<file path="src/rtl/irq_pend_pkg.sv">
package irq_pend_pkg;
    localparam int LEVELS = 8;
    localparam int IDX_W  = $clog2(LEVELS);
    localparam int NUM_W  = IDX_W + 1;
    typedef logic [LEVELS-1:0] pend_t;
endpackage

</file>
<file path="src/rtl/irq_req_decode.sv">
module irq_req_decode
    import irq_pend_pkg::*;
(
    input  logic             strobe,
    input  logic [NUM_W-1:0] num,
    output pend_t            vec,
    output logic             bad
);
    // Turn a strobe and level number into a one-hot vector.
    // A number outside the level range gives no bit and flags an error.
    for (genvar i = 0; i < LEVELS; i++) begin : g_bit
        assign vec[i] = strobe && (num == NUM_W'(i));
    end
    assign bad = strobe && (num >= NUM_W'(LEVELS));
endmodule

</file>
<file path="src/rtl/irq_timer_match.sv">
module irq_timer_match
    import irq_pend_pkg::*;
#(
    parameter int CNT_W = 32
) (
    input  logic [CNT_W-1:0] count,
    input  logic [CNT_W-1:0] compare,
    input  logic [IDX_W-1:0] idx,
    output logic             hit,
    output pend_t            vec
);
    // A zero count never matches.
    assign hit = (count == compare) && (count != '0);
    for (genvar i = 0; i < LEVELS; i++) begin : g_bit
        assign vec[i] = hit && (idx == IDX_W'(i));
    end
endmodule

</file>
<file path="src/rtl/irq_take_gate.sv">
module irq_take_gate
    import irq_pend_pkg::*;
(
    input  logic  glb_en,
    input  logic  err_lvl,
    input  logic  exc_lvl,
    input  pend_t mask,
    input  pend_t pend,
    output logic  take
);
    logic level_ok;
    // The mask only needs to be nonzero; it is not ANDed with the pending field.
    assign level_ok = glb_en && !err_lvl && !exc_lvl;
    assign take     = level_ok && (|mask) && (|pend);
endmodule

</file>
<file path="src/rtl/irq_pend_unit.sv">
module irq_pend_unit
    import irq_pend_pkg::*;
#(
    parameter int CNT_W = 32
) (
    input  logic             clk,
    input  logic             rst,
    input  logic             post_i,
    input  logic [3:0]       post_num_i,
    input  logic             clr_i,
    input  logic [3:0]       clr_num_i,
    input  logic             clr_all_i,
    input  logic [CNT_W-1:0] count_i,
    input  logic [CNT_W-1:0] compare_i,
    input  logic [2:0]       tmr_idx_i,
    input  logic             glb_en_i,
    input  logic             err_lvl_i,
    input  logic             exc_lvl_i,
    input  logic [7:0]       mask_i,
    output logic [7:0]       pend_o,
    output logic             pend_any_o,
    output logic             take_o,
    output logic             bad_num_o
);
    pend_t post_vec, clr_vec, tmr_vec, pend_q, pend_d, pend_view;
    logic  post_bad, clr_bad, tmr_hit, bad_q;

    irq_req_decode u_post (
        .strobe (post_i),
        .num    (post_num_i),
        .vec    (post_vec),
        .bad    (post_bad)
    );

    irq_req_decode u_clr (
        .strobe (clr_i),
        .num    (clr_num_i),
        .vec    (clr_vec),
        .bad    (clr_bad)
    );

    irq_timer_match #(.CNT_W(CNT_W)) u_tmr (
        .count   (count_i),
        .compare (compare_i),
        .idx     (tmr_idx_i),
        .hit     (tmr_hit),
        .vec     (tmr_vec)
    );

    // Clear-all beats everything; a single clear beats post and timer.
    always_comb begin
        if (clr_all_i) begin
            pend_d = '0;
        end else begin
            pend_d = (pend_q | post_vec | tmr_vec) & ~clr_vec;
        end
    end

    always_ff @(posedge clk) begin
        if (rst) begin
            pend_q <= '0;
            bad_q  <= 1'b0;
        end else begin
            pend_q <= pend_d;
            bad_q  <= post_bad | clr_bad;
        end
    end

    // A live timer match is folded into what the core sees.
    assign pend_view = pend_q | tmr_vec;

    irq_take_gate u_gate (
        .glb_en  (glb_en_i),
        .err_lvl (err_lvl_i),
        .exc_lvl (exc_lvl_i),
        .mask    (mask_i),
        .pend    (pend_view),
        .take    (take_o)
    );

    assign pend_o     = pend_view;
    assign pend_any_o = |pend_view;
    assign bad_num_o  = bad_q;
endmodule

</file>
<file path="config.mk">
export PLATFORM = sky130hd
export DESIGN_NAME = irq_pend_unit
export DESIGN_NICKNAME = d
export VERILOG_FILES = /design/src/rtl/irq_pend_pkg.sv /design/src/rtl/irq_req_decode.sv /design/src/rtl/irq_timer_match.sv /design/src/rtl/irq_take_gate.sv /design/src/rtl/irq_pend_unit.sv
export SDC_FILE = /design/constraint.sdc
export NUM_CORES = 1
export LEC_CHECK = 0
export ABC_AREA = 1
export CAP_MARGIN = 20
export CORE_MARGIN = 5
export CORE_UTILIZATION = 38
export DETAILED_ROUTE_END_ITERATION = 7
export DONT_BUFFER_PORTS = 1
export MAX_ROUTING_LAYER = met4
export PLACE_DENSITY = 0.53
export REMOVE_ABC_BUFFERS = 1
export SLEW_MARGIN = 15
export SYNTH_ARGS = -nofsm -noshare
export SYNTH_HDL_FRONTEND = slang
export SYNTH_SLANG_ARGS = --single-unit
</file>
<file path="constraint.sdc">
create_clock -name clk -period 3.7 [get_ports clk]
set_input_delay 0.74 -clock clk [delete_from_list [all_inputs] [get_ports clk]]
set_output_delay 0.74 -clock clk [all_outputs]
set_load 0.01 [all_outputs]
</file>
# After elaboration in Yosys (flattened, before gate mapping)
# Cells that the tools add are included.
# totals
ff_bits	9
output_inout_bits	11
word_cells	72
# classes
magnitude_cmp	2
eq_ne	22
n_bitwise	6
n_reduce_logical	40
# op_table
op	n
$eq 32x32->1	1
$eq 4x3->1 const B	8
$reduce_bool 32->1	1
$logic_and 1x1->1	31
$or 8x8->8	3
$eq 4x2->1 const B	4
$reduce_or 8->1	2
$eq 3x3->1 const B	4
$and 8x8->8	1
$eq 4x1->1 const B	2
$ge 4x4->1 const B	2
$logic_not 4->1	2
$not 8->8	1
$eq 3x2->1 const B	2
$eq 3x1->1 const B	1
$logic_not 3->1	1
$logic_not 1->1	2
$reduce_or 2->1	1
$or 1x1->1	1

# Depth between registers and ports, before layout
# logic_depth
depth_word	6
mapped_depth	14
depth_no_buf	14

# Cells and area by module
# From an unflattened synthesis, not the netlist that was laid out.
# hier_totals
cells_unflattened	344
hier_area_um2	1576.5
# by_module_without_submodules
module	n_inst	cells_per_inst	area_per_inst_um2	seq_area_each_um2
irq_timer_match	1	221	945.9	0.0
irq_pend_unit	1	67	405.4	180.2
irq_req_decode	2	20	77.6	0.0
irq_take_gate	1	16	70.1	0.0

# Least setup slack after synthesis
# OpenSTA, ideal clock, no wires.
# synth_path
path_kind	input -> output
start	input count_i[11]
end	output take_o
arrival_time_ps	1808
t_required_ps	2960
setup_slack_ps	1152
cell_stages	14
n_path_buf	0
cell_sequence	inv_1 -> nand2_1 -> nand2_1 -> nor2_1 -> nand2_1 -> nor2_1 -> nand2_1 -> nor2_4 -> nand3_1 -> nand2_1 -> nor2_1 -> nand2_1 -> nor2_2 -> nor2_2
# synth_via
elab_chain_cells	6
elab_cells_between_ends	14
classes_between	eq/ne (1); bitwise (1); reduce/logical (12)
# synth_rtl
element	line_no	source
from (decl)	irq_pend_unit.sv:13	input logic [CNT_W-1:0] count_i,
$eq 32x32->1 or $reduce_bool 32->1 (tied branches)	irq_timer_match.sv:13	assign hit = (count == compare) && (count != '0);
$logic_and 1x1->1 (*)	irq_timer_match.sv:13	
$logic_and 1x1->1 (*)	irq_timer_match.sv:15	assign vec[i] = hit && (idx == IDX_W'(i));
$or 8x8->8 (*)	irq_pend_unit.sv:70	assign pend_view = pend_q | tmr_vec;
via pend_o[5]	irq_pend_unit.sv:20	output logic [7:0] pend_o,
$reduce_or 8->1 (*)	irq_take_gate.sv:14	assign take = level_ok && (|mask) && (|pend);
$logic_and 1x1->1 (*)	irq_take_gate.sv:14	
to (decl)	irq_pend_unit.sv:22	output logic take_o,
# The timed path passes the listed nets; every way through them passes the cells marked *.

# Final worst setup path
# layout_path
start	input count_i[13]
end	output take_o
# The elaborated chain is that of the path after synthesis.

==> impl_metrics.py <==
metrics = {
    "worst_setup_path": {
        "crit_family": "simple AND/OR/NAND/NOR gates",
        "crit_path_max_incr_delay_ns": 0.18,
        "path_common_cell": "nand2_1",
        "crit_fanout": 8,
        "crit_buf_inv": 1,
        "path_class": "input pin to output port",
        "arrival_ns": 2.02,
        "cp.required_ns": 2.96,
        "startpoint_type": "input pin",
        "crit_path_end_kind": "output port",
        "worstPathCellList": "inv_1 -> nand2_1 -> nand2_1 -> nor2_1 -> nand2_1 -> nor2_1 -> nand2_1 -> nor2_4 -> nand3_1 -> nand2_1 -> nor2_1 -> nand2_1 -> nor2_2 -> nor2_2",
        "slowest_stage": "nand2_1",
    },
    "finish": {
        "num-fill-cells": 410,
        "antennaDiodeCount": 0,
        "drive_above_1_share_pct": 4.73,
        "multiInputGateArea_um2": 948,
        "layout.nets": 367,
        "syn_to_final_growth_pct": 6.30,
        "ff_latch_area_um2": 180,
        "layoutNonFillerInstCount": 321,
    },
    "detailed_routing": {
        "first_iter_violations": 35,
        "routed_via_density": 4.67,
        "wirelength_um": 3620,
        "num_vias": 1499,
        "first_pass_iters": 4,
        "antenna_left": 0,
        "wire_per_inst_um": 11.3,
        "drc": 0,
    },
    "timing": {
        "max_clock_freq_mhz": 363,
        "setup-tns-final_ns": 0,
        "slew_headroom_pct": 65.7,
        "grt_setup_unrepaired": "false",
        "fin_crit_ns": 2.76,
        "setup_viol": 0,
        "clock_skew_ns": 0,
        "drv_slew": 0,
        "post-route-period-util_pct": 74.5,
        "tightestPinTransition_ns": 0.514,
        "finalHoldViolCount": 0,
        "whs_ns": 0.540,
    },
    "pwr": {
        "p_per_area_nw_per_um2": 176,
        "p_total_mw": 0.249,
        "leakagePower_nw": 0.805,
        "peakVddDrop_v": 0.000157,
    },
    "clock_tree": {
        "cts-root-buf": "clkbuf_4",
        "cts.sinks": 9,
        "cts_setup_buffers": 0,
        "numCtsBuffers": 3,
        "holdBufCountCts": 0,
        "cts_resized": 0,
        "ctsLongestPathBuffers": 2,
        "clock_latency_ns": 0.26,
        "clk_pin_slew_ns": 0.06,
        "cts_tree": "done",
        "htreeDepth": 1,
    },
    "die": {
        "dieHeight_um": 69.2,
        "core_area_um2": 3360,
        "std_cell_rows": 21,
        "fp.dieArea_um2": 4790,
        "pin_count": 102,
        "die_x_um": 69.2,
        "initial_core_util_pct": 39.6,
    },
    "yosys": {
        "synth_edf_count": 0,
        "seq_area_frac_synth_pct": 13.5,
        "yosys_warnings": 0,
        "ys.flop_type": "dfxtp_1",
        "ys_types": 19,
        "synth_top_area_share_pct": 26.2,
        "ys_ff_latch": 9,
        "synth.avg_cell_area_um2": 4.91,
        "synth-async-reset-ratio_pct": 0,
        "synth_area_um2": 1330,
        "ys_top_cells_by_area": "nand2_1, inv_1, dfxtp_1, nor2_1, nand3_1",
        "synth_common_cells": "nand2_1, inv_1, nor2_1, nand3_1, xnor2_1",
        "synth_cells": 271,
        "synth_top_area_cell": "nand2_1",
        "yosysMostFrequentCell": "nand2_1",
    },
    "global_route": {
        "gr-total-overflow": 0,
        "antenna_found_initial": 0,
        "grt_pass1_wl_um": 6150,
        "grt_max_degree": 9,
        "grt_pass1_vias": 1475,
        "grt_use_total_pct": 15.4,
    },
    "placement": {
        "hpwlAfterDp_um": 3300,
        "port_buffers": 0,
        "placed_cells": 317,
        "place_congestion": 0.836,
    },
    "outcome": {
        "status": "finished, final reports clean",
    },
    "run": {
        "drv_cap": 0,
    },
    "hold_path": {
        "hp-class": "input pin to flop",
    },
}
-- worst reg2reg max path, delay by kind of cell (launching register included) --
family	cells	cell delay, ns
buf+inv	1	0.05
compound gates	2	0.18
flops	1	0.29
simple gates	1	0.09
-- flip-flops by register name, indices dropped and copies added (netlist names) --
register   flops
bad_num_o      1
pend_q         8
-- power breakdown --
group	internal (mW)	switching, mW
combinational	0.0337	0.0405
clock	0.0415	0.0341
sequential	0.0983	0.000798
-- per-layer routing --
layer,vias up,GRT usage (%),routed length (um)
met5,-,-,0
met4,0,6.51,101
met3,13,5.22,396
met2,70,24.9,1620
met1,590,17.4,1500
li1,826,-,-
-- logic make-up (layout without fill, tap and decap cells) --
kind of cell	count (synthesis)	in the layout	synth area share, %
compound gates	11	11	4.14
simple gates	186	186	59.9
buf+inv	54	58	15.2
xor+xnor	11	11	7.24
flops	9	9	13.5
-- worst paths after layout --
check	startpoint	end	slack [ns]	cells after the start
max reg2reg	pend_q[6]$_SDFF_PP0_	pend_q[6]$_SDFF_PP0_	2.96	4
max	count_i[13]	take_o	0.94	14
min	rst	bad_num_o$_SDFF_PP0_	0.54	1
min reg2reg	pend_q[5]$_SDFF_PP0_	pend_q[5]$_SDFF_PP0_	0.56	4
-- area by class of cell --
class,instances,area share [%]
Clock buffer,4,1.86
Inverter,54,14.3
Multi-Input combinational cell,208,67.0
Sequential cell,9,12.7
Tap cell,46,4.07
-- cells in the final DEF, fill, tap and decap left out, types with 2 or more instances in the layout --
cell	Yosys	layout
o21ai_1	2	2
nand3_1	21	21
a21oi_1	9	9
clkbuf_4	0	3
nor2_4	2	2
nor4_1	2	2
xnor2_1	11	11
nand2_1	93	93
nor3b_1	2	2
nand2_2	4	4
inv_1	53	53
nor3_1	8	8
nand4_1	4	4
nor2_2	3	3
dfxtp_1	9	9
nor2_1	44	44
-- stage by stage --
step | setup slack [ns] | area, um2 | util, %
2_1_floorplan | 1.15 | 1330 | -
3_3_place_gp | 0.922 | 1390 | 41.3
3_5_place_dp | 0.906 | 1390 | 41.3
4_1_cts | 0.900 | 1420 | 42.1
5_1_grt | 0.668 | 1420 | 42.1
6_report | 0.944 | 1420 | 42.1
Note: power is estimated with default switching activity, not from simulation.
